<file path="src/rtl/cdr_pkg.sv">
package cdr_pkg;

  typedef enum logic [1:0] {
    ST_IDLE    = 2'd0,
    ST_COLLECT = 2'd1,
    ST_DONE    = 2'd2,
    ST_SHORT   = 2'd3
  } hdrState_e;

  // strobes from control to datapath
  typedef struct packed {
    logic clear;   // new image: drop flags, sample width
    logic capEnc;  // present word holds the encryption field
    logic capCmp;  // present word holds the decompression bit
  } hdrStrobe_t;

  localparam logic [1:0] RATIO_X1 = 2'd0;
  localparam logic [1:0] RATIO_X2 = 2'd1;
  localparam logic [1:0] RATIO_X4 = 2'd2;
  localparam logic [1:0] RATIO_X8 = 2'd3;

  function automatic logic [1:0] calcRatio(input logic enc, input logic cmp, input logic wide);
    logic [1:0] base;
    if (!enc && !cmp) begin
      base = RATIO_X1;
    end else begin
      base = cmp ? RATIO_X4 : RATIO_X2;
      // the wider bus doubles the ratio: one code step up
      if (wide) base = base + 2'd1;
    end
    return base;
  endfunction

endpackage

</file>
<file path="src/rtl/cdr_hdr_ctrl.sv">
module cdr_hdr_ctrl
  import cdr_pkg::*;
#(
  parameter int ENC_IDX = 69,
  parameter int CMP_IDX = 229,
  parameter int CNT_W   = $clog2(CMP_IDX + 1)
) (
  input  logic       clk,
  input  logic       rstN,
  input  logic       sofPulse,
  input  logic       wordValid,
  input  logic       wordLast,
  output hdrStrobe_t strobe,
  output logic       ratioValid,
  output logic       headerShort
);

  localparam logic [CNT_W-1:0] ENC_AT = CNT_W'(ENC_IDX);
  localparam logic [CNT_W-1:0] CMP_AT = CNT_W'(CMP_IDX);

  hdrState_e        state;
  logic [CNT_W-1:0] count;
  logic             accept;

  always_comb begin
    accept        = (state == ST_COLLECT) && wordValid && !sofPulse;
    strobe.clear  = sofPulse;
    strobe.capEnc = accept && (count == ENC_AT);
    strobe.capCmp = accept && (count == CMP_AT);
  end

  always_ff @(posedge clk) begin
    if (!rstN) begin
      state <= ST_IDLE;
      count <= '0;
    end else if (sofPulse) begin
      state <= ST_COLLECT;
      count <= '0;
    end else if (accept) begin
      if (count == CMP_AT) begin
        state <= ST_DONE;
      end else begin
        if (wordLast) state <= ST_SHORT;
        count <= count + 1'b1;
      end
    end
  end

  assign ratioValid  = (state == ST_DONE);
  assign headerShort = (state == ST_SHORT);

  // counter never passes the last header index
  a_r8_count_bound: assert property (@(posedge clk) disable iff (!rstN)
    count <= CMP_AT);

  // decision only follows an accepted word
  a_r8_rise_after_word: assert property (@(posedge clk) disable iff (!rstN)
    $rose(ratioValid) |-> $past(wordValid));

  // valid holds until the next image
  a_r8_valid_hold: assert property (@(posedge clk) disable iff (!rstN)
    ratioValid && !sofPulse |=> ratioValid);

  // short error holds until the next image
  a_r9_short_hold: assert property (@(posedge clk) disable iff (!rstN)
    headerShort && !sofPulse |=> headerShort);

  // outcomes are exclusive
  a_r9_exclusive: assert property (@(posedge clk) disable iff (!rstN)
    !(ratioValid && headerShort));

  // start of image clears both outcomes
  a_r11_sof_clears: assert property (@(posedge clk) disable iff (!rstN)
    sofPulse |=> !ratioValid && !headerShort);

endmodule

</file>
<file path="src/rtl/cdr_hdr_dp.sv">
module cdr_hdr_dp
  import cdr_pkg::*;
#(
  parameter int WORD_W  = 32,
  parameter int ENC_LO  = 2,
  parameter int ENC_HI  = 3,
  parameter int CMP_BIT = 1
) (
  input  logic              clk,
  input  logic              rstN,
  input  hdrStrobe_t        strobe,
  input  logic [WORD_W-1:0] wordData,
  input  logic              wideSel,
  input  logic              ratioValid,
  output logic [1:0]        ratioCode
);

  logic encFlag;
  logic cmpFlag;
  logic wideReg;

  always_ff @(posedge clk) begin
    if (!rstN) begin
      encFlag <= 1'b0;
      cmpFlag <= 1'b0;
      wideReg <= 1'b0;
    end else if (strobe.clear) begin
      encFlag <= 1'b0;
      cmpFlag <= 1'b0;
      wideReg <= wideSel;
    end else begin
      if (strobe.capEnc) encFlag <= |wordData[ENC_HI:ENC_LO];
      if (strobe.capCmp) cmpFlag <= ~wordData[CMP_BIT];
    end
  end

  assign ratioCode = ratioValid ? calcRatio(encFlag, cmpFlag, wideReg) : RATIO_X1;

  // a narrow bus never reaches x8
  a_r5_narrow_no_x8: assert property (@(posedge clk) disable iff (!rstN)
    ratioValid && !wideReg |-> ratioCode != RATIO_X8);

  // code is steady while valid stays up
  a_r8_code_stable: assert property (@(posedge clk) disable iff (!rstN)
    ratioValid && $past(ratioValid) |-> $stable(ratioCode));

  // width register moves only on a start pulse
  a_r7_width_frozen: assert property (@(posedge clk) disable iff (!rstN)
    !strobe.clear |=> $stable(wideReg));

endmodule

</file>
<file path="src/rtl/cdr_hdr_top.sv">
module cdr_hdr_top
  import cdr_pkg::*;
#(
  parameter int WORD_W  = 32,
  parameter int ENC_IDX = 69,
  parameter int CMP_IDX = 229,
  parameter int ENC_LO  = 2,
  parameter int ENC_HI  = 3,
  parameter int CMP_BIT = 1
) (
  input  logic              clk,
  input  logic              rstN,
  input  logic              sofPulse,
  input  logic              wideSel,
  input  logic              wordValid,
  input  logic              wordLast,
  input  logic [WORD_W-1:0] wordData,
  output logic [1:0]        ratioCode,
  output logic              ratioValid,
  output logic              headerShort
);

  localparam int CNT_W = $clog2(CMP_IDX + 1);

  hdrStrobe_t strobe;

  cdr_hdr_ctrl #(
    .ENC_IDX(ENC_IDX),
    .CMP_IDX(CMP_IDX),
    .CNT_W  (CNT_W)
  ) uCtrl (
    .clk        (clk),
    .rstN       (rstN),
    .sofPulse   (sofPulse),
    .wordValid  (wordValid),
    .wordLast   (wordLast),
    .strobe     (strobe),
    .ratioValid (ratioValid),
    .headerShort(headerShort)
  );

  cdr_hdr_dp #(
    .WORD_W (WORD_W),
    .ENC_LO (ENC_LO),
    .ENC_HI (ENC_HI),
    .CMP_BIT(CMP_BIT)
  ) uDp (
    .clk       (clk),
    .rstN      (rstN),
    .strobe    (strobe),
    .wordData  (wordData),
    .wideSel   (wideSel),
    .ratioValid(ratioValid),
    .ratioCode (ratioCode)
  );

endmodule

</file>
<file path="config.mk">
export PLATFORM = sky130hd
export DESIGN_NAME = cdr_hdr_top
export DESIGN_NICKNAME = d
export VERILOG_FILES = /design/src/rtl/cdr_pkg.sv /design/src/rtl/cdr_hdr_ctrl.sv /design/src/rtl/cdr_hdr_dp.sv /design/src/rtl/cdr_hdr_top.sv
export SDC_FILE = /design/constraint.sdc
export NUM_CORES = 1
export LEC_CHECK = 0
export ABC_CLOCK_PERIOD_IN_PS = 2340
export BUFFER_PORTS_ARGS = -buffer_cell sky130_fd_sc_hd__buf_2
export CORE_MARGIN = 4
export CORE_UTILIZATION = 45
export CTS_CLUSTER_SIZE = 10
export DETAILED_ROUTE_END_ITERATION = 16
export PLACE_DENSITY = 0.83
export SYNTH_ARGS = -nofsm -noshare
export SYNTH_HDL_FRONTEND = slang
export SYNTH_HIERARCHICAL = 1
export SYNTH_SLANG_ARGS = --single-unit
</file>
<file path="constraint.sdc">
create_clock -name clk -period 2.34 [get_ports clk]
set_clock_uncertainty 0.1 [all_clocks]
set_input_delay 0.117 -clock clk [delete_from_list [all_inputs] [get_ports clk]]
set_output_delay 0.117 -clock clk [all_outputs]
set_load 0.02 [all_outputs]
</file>
==> Word-level counts from Yosys, hierarchy flattened <==
Index checks and enable logic that the tools add are counted.
{ "totals": {"wordCells": 40, "inputBits": 38, "register_bits": 13, "out_inout_bits": 4} }
{ "classes": {"add_sub_neg": 2, "n_eq_ne": 5, "bitwise_logic": 3, "n_mux": 8, "n_reduce_logical": 16} }
{ "op_table": {"columns": ["cell", "n"], "rows": [
  ["2-to-1 mux 2 bit", 6],
  ["adder 8 x 1 -> 8 bit (second input constant)", 1],
  ["equality test 8 x 7 -> 1 bit (second input constant)", 1],
  ["equality test 8 bit (second input constant)", 1],
  ["AND reduction 2 bit", 3],
  ["logical AND 1 bit", 5],
  ["equality test 2 bit (second input constant)", 2],
  ["nonzero test 2 bit", 2],
  ["OR reduction 2 bit", 2],
  ["zero test 1 bit", 3],
  ["inverter 1 bit", 3],
  ["nonzero test 3 bit", 1],
  ["adder 2 x 1 -> 2 bit (second input constant)", 1],
  ["equality test 2 x 1 -> 1 bit (second input constant)", 1],
  ["2-to-1 mux 1 bit", 2]
]} }

==> Depth between registers and ports, before layout <==
Gate-level depths: netlist (run 1).
{ "logic_depth": {"ltp_word": 5, "depth_mapped": 6, "mapped_depth_nobuf": 6} }

==> Hierarchy <==
Netlist (run 1), hierarchy kept.
{ "modules_own_cells": {"columns": ["mod", "n_inst", "seq_area_each_um2", "cells_each", "area_per_inst_um2"], "rows": [
  ["cdr_hdr_ctrl", 1, 200.2, 63, 548.0],
  ["cdr_hdr_dp", 1, 60.1, 17, 158.9]
]} }

==> Least setup slack after synthesis (run 1) <==
OpenSTA, ideal clock, no wires.
{ "synth_timing": {"kind": "register to output", "startpoint": "register uCtrl.state[1]", "endpoint": "output port ratioCode[0]", "n_path_buf": 0, "required_time_ns": 2.123, "slack_ns": 0.892, "arrival_ns": 1.231, "path_stages_with_launch": 4, "cell_sequence": "dfxtp_1 -> nor2b_1 -> o21ai_0 -> nor2_1"} }
{ "synth_via": {"elab_chain_len": 2} }
{ "synth_lines": {"columns": ["element", "line_no", "rtl"], "rows": [
  ["start: declaration", "cdr_hdr_ctrl.sv:21", "hdrState_e state;"],
  ["start signal: assignment", "cdr_hdr_ctrl.sv:34", "state <= ST_IDLE;"],
  ["start signal: assignment", "cdr_hdr_ctrl.sv:37", "state <= ST_COLLECT;"],
  ["start signal: assignment", "cdr_hdr_ctrl.sv:41", "state <= ST_DONE;"],
  ["equality test 2 bit", "cdr_hdr_ctrl.sv:49", "assign ratioValid = (state == ST_DONE);"],
  ["via ratioValid", "cdr_hdr_top.sv:19", "output logic ratioValid,"],
  ["2-to-1 mux 2 bit", "cdr_hdr_dp.sv:37", "assign ratioCode = ratioValid ? calcRatio(encFlag, cmpFlag, wideReg) : RATIO_X1;"],
  ["end: declaration", "cdr_hdr_top.sv:18", "output logic [1:0] ratioCode,"]
]} }
The timed path passes the listed nets, and every way through them passes these cells.

==> Worst setup path in the final report (run 1) <==
{ "layout_timing": {"startpoint": "register uCtrl.state[1]", "endpoint": "register uCtrl.count[5]"} }
{ "layout_via": {"elab_chain_len": 4} }
{ "layout_lines": {"columns": ["element", "line_no", "rtl"], "rows": [
  ["equality test 2 x 1 -> 1 bit", "cdr_hdr_ctrl.sv:26", "accept = (state == ST_COLLECT) && wordValid && !sofPulse;"],
  ["logical AND 1 bit (2 in a row)", "cdr_hdr_ctrl.sv:26", null],
  ["AND reduction 2 bit (no line)", null, null],
  ["end signal: assignment", "cdr_hdr_ctrl.sv:44", "count <= count + 1'b1;"],
  ["end: declaration", "cdr_hdr_ctrl.sv:22", "logic [CNT_W-1:0] count;"]
]} }
Every way passes these cells.
A chain may end at the register's enable or synchronous reset.

==> impl_metrics.toml, run 1 <==
[clock_tree]
cts_tree = "yes"
cts-root-buf = "clkbuf_4"
htree_levels = 1
path_clk_slew_ns = 0.08
clock_latency_ns = 0.27
clockBufferDepth = 2
numCtsBuffers = 3
clock-sinks = 13

[sta]
fin_crit_ns = 1.70
max_freq_ghz = 0.588
slew_headroom = 0.609
setup_viol = 0
rsz0062_at_grt = "false"
finalSetupTns_ns = 0
drv_slew = 0
timing.hold.ws_ns = 0.0285
tightest_slew_ns = 0.585
fin_crit_sh = 0.727
hold_viol = 0

[final_layout]
seq_area_um2 = 260
fill_cells = 137
final_nets = 137
multi_input_area_um2 = 419
final_core_util = 0.549
layout_common_cells = "13 x dfxtp_1, 12 x buf_2, 8 x nor2_1, 6 x nand2_1"
syn_to_final_growth_pct = 15.6
drive_gt1_frac = 0.211
final_area_um2 = 817
antenna_cells = 0
layout_commonest_cell = "dfxtp_1"

[yosys]
synth.area.top_cells = "dfxtp_1 37%, mux2i_1 7.1%, ha_1 5.3%, nand2b_1 4.4%, nor2_1 4.2%"
syn-cell-area_um2 = 707
synthDistinctLibCells = 27
synthCells = 80
avgSynthCellArea_um2 = 8.84
yosysTopAreaCell = "dfxtp_1"
synth_top_area_frac = 0.368
syn_nets = 121
yosysWarnings = 6
seq_area_frac_synth = 0.368
synth_seq_cells = 13

[pwr]
peakVddDrop_mv = 0.342
leakage_nw = 0.305
total_power_uw = 393
powerDensity_nw_per_um2 = 481

[die]
die_h_um = 47.6
ios = 42
core_um2 = 1490
dieArea_um2 = 2270
start_util = 0.475
die_w_um = 47.6
std_cell_rows = 14

[run]
maxCapViolations = 0

[global_routing]
grtUsageTotal = 0.153
antenna_found_initial = 0
grt-ovfl-total = 0
grt_pass1_vias = 567
grt_max_degree = 10
grt_pass1_wl_mm = 2.35

[placement]
placed_area_um2 = 771
place.gp.congestion = 0.772
hpwl_mm = 1.06
place.port_buffers = 12

[route]
drt-total-wl_mm = 1.38
drtAntennaViolNets = 0
first_pass_iters = 4
first_iter_violations = 11
vias_per_cell = 5.57
drc_errors = 0
via_count = 618
wl_per_cell_um = 12.5

[setup_path]
startpoint_type = "flip-flop"
crit_fanout = 9
cp.required_ns = 2.44
crit_path_end_kind = "flip-flop"
r2r_cells = 3
setup.worst_path.class = "flip-flop to flip-flop"
worstPathArrival_ns = 1.80

[worst_hold_path]
hold_depth = 3
holdCritPathClass = "input port to flip-flop"

[status]
status = "finished, final reports clean"
==> routing by layer <==
metal / vias to the layer above / global-route usage / share of wire
met5: - / 0 / 0
met3: 2 / 0.0226 / 0.054
li1: 318 / - / -
met2: 12 / 0.257 / 0.49
met4: 0 / 0.129 / 0.015
met1: 286 / 0.168 / 0.44
==> Yosys cell counts <==
cell	instances
clkbuf_1	1
nand2b_1	5
nor2_1	8
a311oi_1	1
ha_1	3
and4_1	1
and2_1	1
a21oi_1	5
nor4_1	1
o21ai_0	4
and3_1	2
a211oi_1	2
buf_2	1
nor2b_1	3
buf_4	1
dfxtp_1	13
mux2i_1	5
o31ai_1	2
nand3_1	3
or3_1	1
and4bb_2	2
nand2_1	6
or4_1	2
a211oi_2	2
nand2b_4	1
nand4bb_1	1
inv_1	3
==> sequential cells by signal, summed over array words and instances, names as in the netlist <==
name and count:
uDp/wideReg 1, uCtrl/count 8, uDp/encFlag 1, uCtrl/state 2, uDp/cmpFlag 1
==> final cells by class <==
type | count | share of cell area
Multi-Input combinational cell | 61 | 0.513
Inverter | 3 | 0.0138
Sequential cell | 13 | 0.319
Clock buffer | 4 | 0.0322
Timing Repair Buffer | 14 | 0.0980
Tap cell | 16 | 0.0245
==> critical path, stage by stage, from the launching register on <==
cell,delay [ns]
dfxtp_1,0.35
nand4bb_1,0.41
or4_1,0.60
a21oi_1,0.17
==> power by group <==
part / internal, mW / switching (mW) / leakage, nW
clock network: 0.0660 / 0.0699 / 0.0150
logic: 0.0154 / 0.0155 / 0.184
registers: 0.224 / 0.00245 / 0.105
==> what timing repair did <==
| item | in CTS | in global routing |
|---|---|---|
| setup buffers | 0 | 0 |
| gates resized for setup | 0 | 0 |
| hold endpoints to repair | 2 | 0 |
| hold buffers | 2 | 0 |
==> final timing paths <==
check                                            startpoint                           to  slack, ns
worst min register to register  uCtrl/count[7]$_SDFFE_PP0P_  uCtrl/count[7]$_SDFFE_PP0P_       0.39
worst max-delay path            uCtrl/state[1]$_SDFFE_PP0P_  uCtrl/count[5]$_SDFFE_PP0P_       0.64
worst min-delay path                                   rstN  uCtrl/state[0]$_SDFFE_PN0P_       0.03
worst max register to register  uCtrl/state[1]$_SDFFE_PP0P_  uCtrl/count[5]$_SDFFE_PP0P_       0.64
==> per-stage QoR <==
stage                     setup WS (ns)  std cells
after floorplan                   0.892         80
after CTS                         0.667        111
after detailed placement          0.688        105
after global placement            0.756        105
final                             0.638        111
after global routing              0.535        111
==> kinds of logic (layout without fill, tap and decap cells) <==
logic type | Yosys count | after routing | share of synthesized area
adders and majority gates | 3 | 3 | 0.0531
muxes | 5 | 5 | 0.0708
buffers and inverters | 6 | 21 | 0.0389
DFF | 13 | 13 | 0.368
AOI/OAI and AO/OA | 16 | 16 | 0.154
and+or+nand+nor | 37 | 37 | 0.315
(Power assumes the default switching activity.)
==> run 2: changes to the inputs <==
ABC_AREA = 1   (was unset)
ABC_CLOCK_PERIOD_IN_PS = 1700   (was 2340)
CORE_UTILIZATION = 44   (was 45)
PLACE_DENSITY = 0.78   (was 0.83)
clock period = 1.7 ns   (was 2.34 ns; I/O delays follow)
==> impl_metrics.toml, run 2 <==
[sta]
fin_crit_sh = 0.878
tightest_slew_ns = 0.311
slew_headroom = 0.791
drv_slew = 0
max_freq_ghz = 0.670
fin_crit_ns = 1.49
setup_viol = 0
worst_slack_ns = 0.207
finalSetupTns_ns = 0
hold_viol = 0
rsz0062_at_grt = "false"

[placement]
place.gp.congestion = 0.807
hpwl_mm = 1.15
pre_cts_slack_ns = 0.259
place.port_buffers = 12
placed_area_um2 = 891

[final_layout]
syn_to_final_growth_pct = 21.1
final_area_um2 = 977
antenna_cells = 0
largest_reg_flops = 8
largestRegisters = "uCtrl/count: 8 flops, uCtrl/state: 2 flops"
layout_commonest_cell = "nand2_1"
final_nets = 186
regMostFlops = "uCtrl/count"
layout_common_cells = "30 x nand2_1, 21 x inv_1, 19 x nor2_1, 13 x dfxtp_1, 12 x buf_2"
drive_gt1_frac = 0.188
final_core_util = 0.566
fill_cells = 177

[setup_path]
crit_path_end_kind = "output pin"
cp.buffers_inverters = 2
timing.rr.end = "uCtrl/count[1]$_SDFFE_PP0P_"
cp.required_ns = 1.51
crit_slowest_cell = "dfxtp_1"
r2r_start = "uCtrl/count[1]$_SDFFE_PP0P_"
path_cells = "inv_1 > ha_1 > nor3_1 > buf_2"
crit_fanout = 3
crit_cells = 4
setup.worst_path.start = "uDp/cmpFlag$_SDFFE_PP0P_"
worstPathArrival_ns = 1.31
r2r_cells = 8
setup.worst_path.class = "flip-flop to output pin"
slowest_delay_ns = 0.35
regToRegSetupSlack_ns = 0.26
crit_end = "ratioCode[0]"
cp_top_family = "flip-flops"
startpoint_type = "flip-flop"

[die]
ios = 42
start_util = 0.467
std_cell_rows = 15
die_w_um = 50.8
die_h_um = 50.8
dieArea_um2 = 2580
core_um2 = 1730

[pwr]
total_power_uw = 562
peakVddDrop_mv = 0.373
swShare = 0.241
clockPowerShare = 0.343
combPwrFrac = 0.100
powerDensity_nw_per_um2 = 575
switchingPower_uw = 135
leakage_nw = 0.409
seqPwrFrac = 0.557
internal-power_uw = 426

[yosys]
ys_async_sr_fraction = 0
yosysWarnings = 6
ys.flop_type = "dfxtp_1"
syn_nets = 164
synthTopCellsByCount = "30 x nand2_1, 21 x inv_1, 19 x nor2_1"
synthDistinctLibCells = 21
synth_seq_cells = 13
synthCells = 123
synth-edff-count = 0
syn-cell-area_um2 = 807
synth_top_area_frac = 0.322
synth.area.top_cells = "dfxtp_1 32%, nand2_1 14%, inv_1 9.8%, nor2_1 8.8%, ha_1 4.7%"
yosysTopAreaCell = "dfxtp_1"
seq_area_frac_synth = 0.322
avgSynthCellArea_um2 = 6.56
post-synth-top-count-cell = "nand2_1"

[clock_tree]
htree_levels = 1
cts_setup_buffers = 0
clock_latency_ns = 0.28
path_clk_slew_ns = 0.08
clockBufferDepth = 2
cts_tree = "yes"
numCtsBuffers = 3
cts-root-buf = "clkbuf_4"
clock-sinks = 13

[status]
status = "finished, final reports clean"

[route]
drc_errors = 0
wl_per_cell_um = 9.46
vias_per_cell = 4.64
drt-total-wl_mm = 1.60
drtAntennaViolNets = 0
first_pass_iters = 5
via_count = 784
first_iter_violations = 33

[global_routing]
grt-ovfl-total = 0
grt_pass1_vias = 658
grt_pass1_wl_mm = 2.68
antenna_found_initial = 0
grtUsageTotal = 0.137
grt_max_degree = 8

[worst_hold_path]
hold_depth = 3
holdCritPathClass = "input port to flip-flop"

[run]
maxCapViolations = 0
run 2: changes by cell type in the layout (fill, tap and decap cells not counted), sizes merged, moves of 5 or more:
cell | before | now
inv | 3 | 22
nor2 | 8 | 25
nand2 | 6 | 34
mux2i | 5 | 0
nand2b | 6 | 0
run 2: worst min-delay path, stage by stage:
cell     delay (ns)
buf_2          0.08
a21oi_1        0.05
a21oi_1        0.14
run 2: timing repair:
| action | in CTS | in global routing |
|---|---|---|
| resized for setup | 0 | 0 |
| hold buffers | 6 | 0 |
| endpoints found under the hold margin | 4 | 0 |
run 2: worst min-delay path by stage:
stage | startpoint | end | slack [ns]
after floorplan | sofPulse | uCtrl/state[0]$_SDFFE_PN0P_ | 0.12
after global placement | wordData[2] | uDp/encFlag$_SDFFE_PP0P_ | 0.20
after detailed placement | wordData[2] | uDp/encFlag$_SDFFE_PP0P_ | 0.21
after CTS | wordLast | uCtrl/state[1]$_SDFFE_PP0P_ | 0.008
after global routing | sofPulse | uCtrl/state[0]$_SDFFE_PN0P_ | 0.03
final | wordLast | uCtrl/state[1]$_SDFFE_PP0P_ | 0.01
run 2: kinds of logic after synthesis:
logic type,after synthesis,share of synthesized area
simple gates,71,0.417
flops,13,0.322
buf+inv,23,0.112
fa+ha+maj,3,0.0465
xor+xnor,3,0.0326
compound gates,10,0.0698
run 2: final cells by class:
class	instances	area (um^2)	share of cell area
Multi-Input combinational cell	87	457	0.467
Sequential cell	13	260	0.266
Timing Repair Buffer	18	120	0.123
Inverter	22	82.6	0.0845
Tap cell	25	31.3	0.0320
Clock buffer	4	26.3	0.0269
run 2: routing by layer:
metal  up-vias  GRT usage  routed length (um)
li1        423          -                   -
met1       340      0.167                 723
met2        17      0.220                 757
met3         4     0.0321                  92
met4         0     0.0807                  24
met5         -          0                   0
run 2: power groups by stage:
stage	Clock, mW	Combinational, mW	Sequential [mW]
floorplan	0	0.0302	0.319
global placement	0	0.0437	0.320
detailed placement	0	0.0450	0.320
CTS	0.202	0.0562	0.313
global route	0.216	0.0629	0.314
finish	0.193	0.0561	0.313
run 2: metrics by stage:
stage               hold WS (ns)  instances
floorplan                  0.118        123
CTS                      0.00840        169
finish                    0.0111        169
global placement           0.204        159
detailed placement         0.213        159
global route              0.0260        169
==> run 3: changes to the inputs <==
ABC_AREA = 0   (was 1)
CORE_UTILIZATION = 41   (was 44)
PLACE_DENSITY = 0.76   (was 0.78)
==> impl_metrics.toml, run 3 (synthesis gave the netlist of run 1 again) <==
[setup_path]
regToRegSetupSlack_ns = 0.12
startpoint_type = "flip-flop"
crit_path_end_kind = "flip-flop"
crit_fanout = 7
r2r_cells = 3
setup.worst_path.class = "flip-flop to flip-flop"
r2r_start = "uCtrl/state[0]$_SDFFE_PN0P_"
timing.rr.end = "uCtrl/count[5]$_SDFFE_PP0P_"
worstPathArrival_ns = 1.68
cp.required_ns = 1.80

[placement]
pre_cts_slack_ns = 0.163
place.gp.congestion = 0.825
hpwl_mm = 1.09
dp_cells = 108
place.port_buffers = 12

[sta]
worst_slack_ns = 0.122
setup_viol = 0
rsz0062_at_grt = "false"
drv_slew = 0
fin_crit_sh = 0.928
slew_headroom = 0.781
timing.hold.ws_ns = 0.0285
finalSetupTns_ns = 0
tightest_slew_ns = 0.325
fin_crit_ns = 1.58
hold_viol = 0
max_freq_ghz = 0.634

[pwr]
combPwrFrac = 0.090
internal-power_uw = 426
peakVddDrop_mv = 0.362
seqPwrFrac = 0.566
swShare = 0.226
powerDensity_nw_per_um2 = 640
leakage_nw = 0.328
switchingPower_uw = 124
clockPowerShare = 0.343

[final_layout]
layout_common_cells = "13 x dfxtp_1, 12 x buf_2, 8 x nor2_1, 6 x nand2_1"
fin_cells = 116
syn_to_final_growth_pct = 21.6
regMostFlops = "uCtrl/count"
final_nets = 142
layout_commonest_cell = "dfxtp_1"
drive_gt1_frac = 0.230
largestRegisters = "uCtrl/count: 8 flops, uCtrl/state: 2 flops"
fill_cells = 142
largest_reg_flops = 8
antenna_cells = 0

[worst_hold_path]
hold_end = "uDp/encFlag$_SDFFE_PP0P_"
hp-start = "wordData[2]"
hold_depth = 3
holdCritPathClass = "input port to flip-flop"

[clock_tree]
clockBufferDepth = 2
cts_tree = "yes"
clock-sinks = 13
numCtsBuffers = 3
post_cts_resized = 0
path_clk_slew_ns = 0.08
clock_latency_ns = 0.27
cts-root-buf = "clkbuf_4"
htree_levels = 1
cts_setup_buffers = 0

[route]
drt-total-wl_mm = 1.51
first_iter_violations = 18
drtAntennaViolNets = 0
drc_errors = 0
first_pass_iters = 4
vias_per_cell = 5.54
via_count = 643
wl_per_cell_um = 13.0

[global_routing]
met2_usage = 0.225
grt_max_degree = 10
grtUsageMet1 = 0.174
grt_pass1_vias = 601
antenna_found_initial = 0
grt_pass1_wl_mm = 2.64
grtUsageTotal = 0.139
grt.busiest_layer = "met2"
grt_use_met3 = 0.0361
grt-ovfl-total = 0

[die]
core_um2 = 1560
die_w_um = 49.5
die_h_um = 49.5
start_util = 0.453
dieArea_um2 = 2450
std_cell_rows = 14
ios = 42

[status]
status = "finished, final reports clean"

[run]
maxCapViolations = 0
## run 3: changes by cell type in the layout (fill, tap and decap cells not counted), moves of 5 or more
cell      delta
inv_1       -18
nand2_1     -24
nor2_1      -11
mux2i_1      +5
nand2b_1     +5
## run 3: through the flow
stage	area [um^2]	total power [mW]	utilization
after global routing	860	0.579	0.551
after global placement	793	0.359	0.509
after CTS	860	0.558	0.551
after detailed placement	793	0.361	0.509
after floorplan	707	0.343	-
final	860	0.550	0.551
## run 3: layer usage
layer | wire, um | part of all wire
met3 | 65 | 0.043
met1 | 724 | 0.48
met5 | 0 | 0
met4 | 16 | 0.011
met2 | 706 | 0.47
## run 3: how the worst max path moves through the flow
stage                                start                     endpoint  slack, ns  cells past startpoint
6_report       uCtrl/state[0]$_SDFFE_PN0P_  uCtrl/count[5]$_SDFFE_PP0P_       0.12                      3
4_1_cts        uCtrl/state[0]$_SDFFE_PN0P_  uCtrl/count[5]$_SDFFE_PP0P_       0.13                      3
3_5_place_dp   uCtrl/state[0]$_SDFFE_PN0P_  uCtrl/count[6]$_SDFFE_PP0P_       0.16                      3
2_1_floorplan  uCtrl/state[1]$_SDFFE_PP0P_                 ratioCode[0]       0.28                      3
5_1_grt        uCtrl/count[1]$_SDFFE_PP0P_  uCtrl/count[1]$_SDFFE_PP0P_       0.04                      5
3_3_place_gp   uCtrl/state[0]$_SDFFE_PN0P_  uCtrl/count[4]$_SDFFE_PP0P_       0.19                      4
## run 3: layout make-up
class | count | area [um^2] | area share
clock buffer | 4 | 26.3 | 0.0306
tap | 16 | 20.0 | 0.0233
multi-input combinational | 61 | 419 | 0.488
timing repair buffer | 19 | 123 | 0.143
sequential | 13 | 260 | 0.303
inverter | 3 | 11.3 | 0.0131
## run 3: power groups by stage
stage                     clock [mW]  sequential, mW  combinational, mW
after floorplan                    0           0.318             0.0255
after global placement             0           0.318             0.0412
after detailed placement           0           0.319             0.0427
after CTS                      0.197           0.311             0.0500
after global routing           0.211           0.312             0.0566
final                          0.189           0.311             0.0497
## run 3: critical path: stages (launching register included)
cell and delay (ns):
dfxtp_1 0.40, nand4bb_1 0.28, or4_1 0.58, a21oi_1 0.15
## run 3: repair_timing
action / CTS / global route
hold buffers: 4 / 0
endpoints found under the setup margin: 0 / 0
endpoints found under the hold margin: 4 / 0
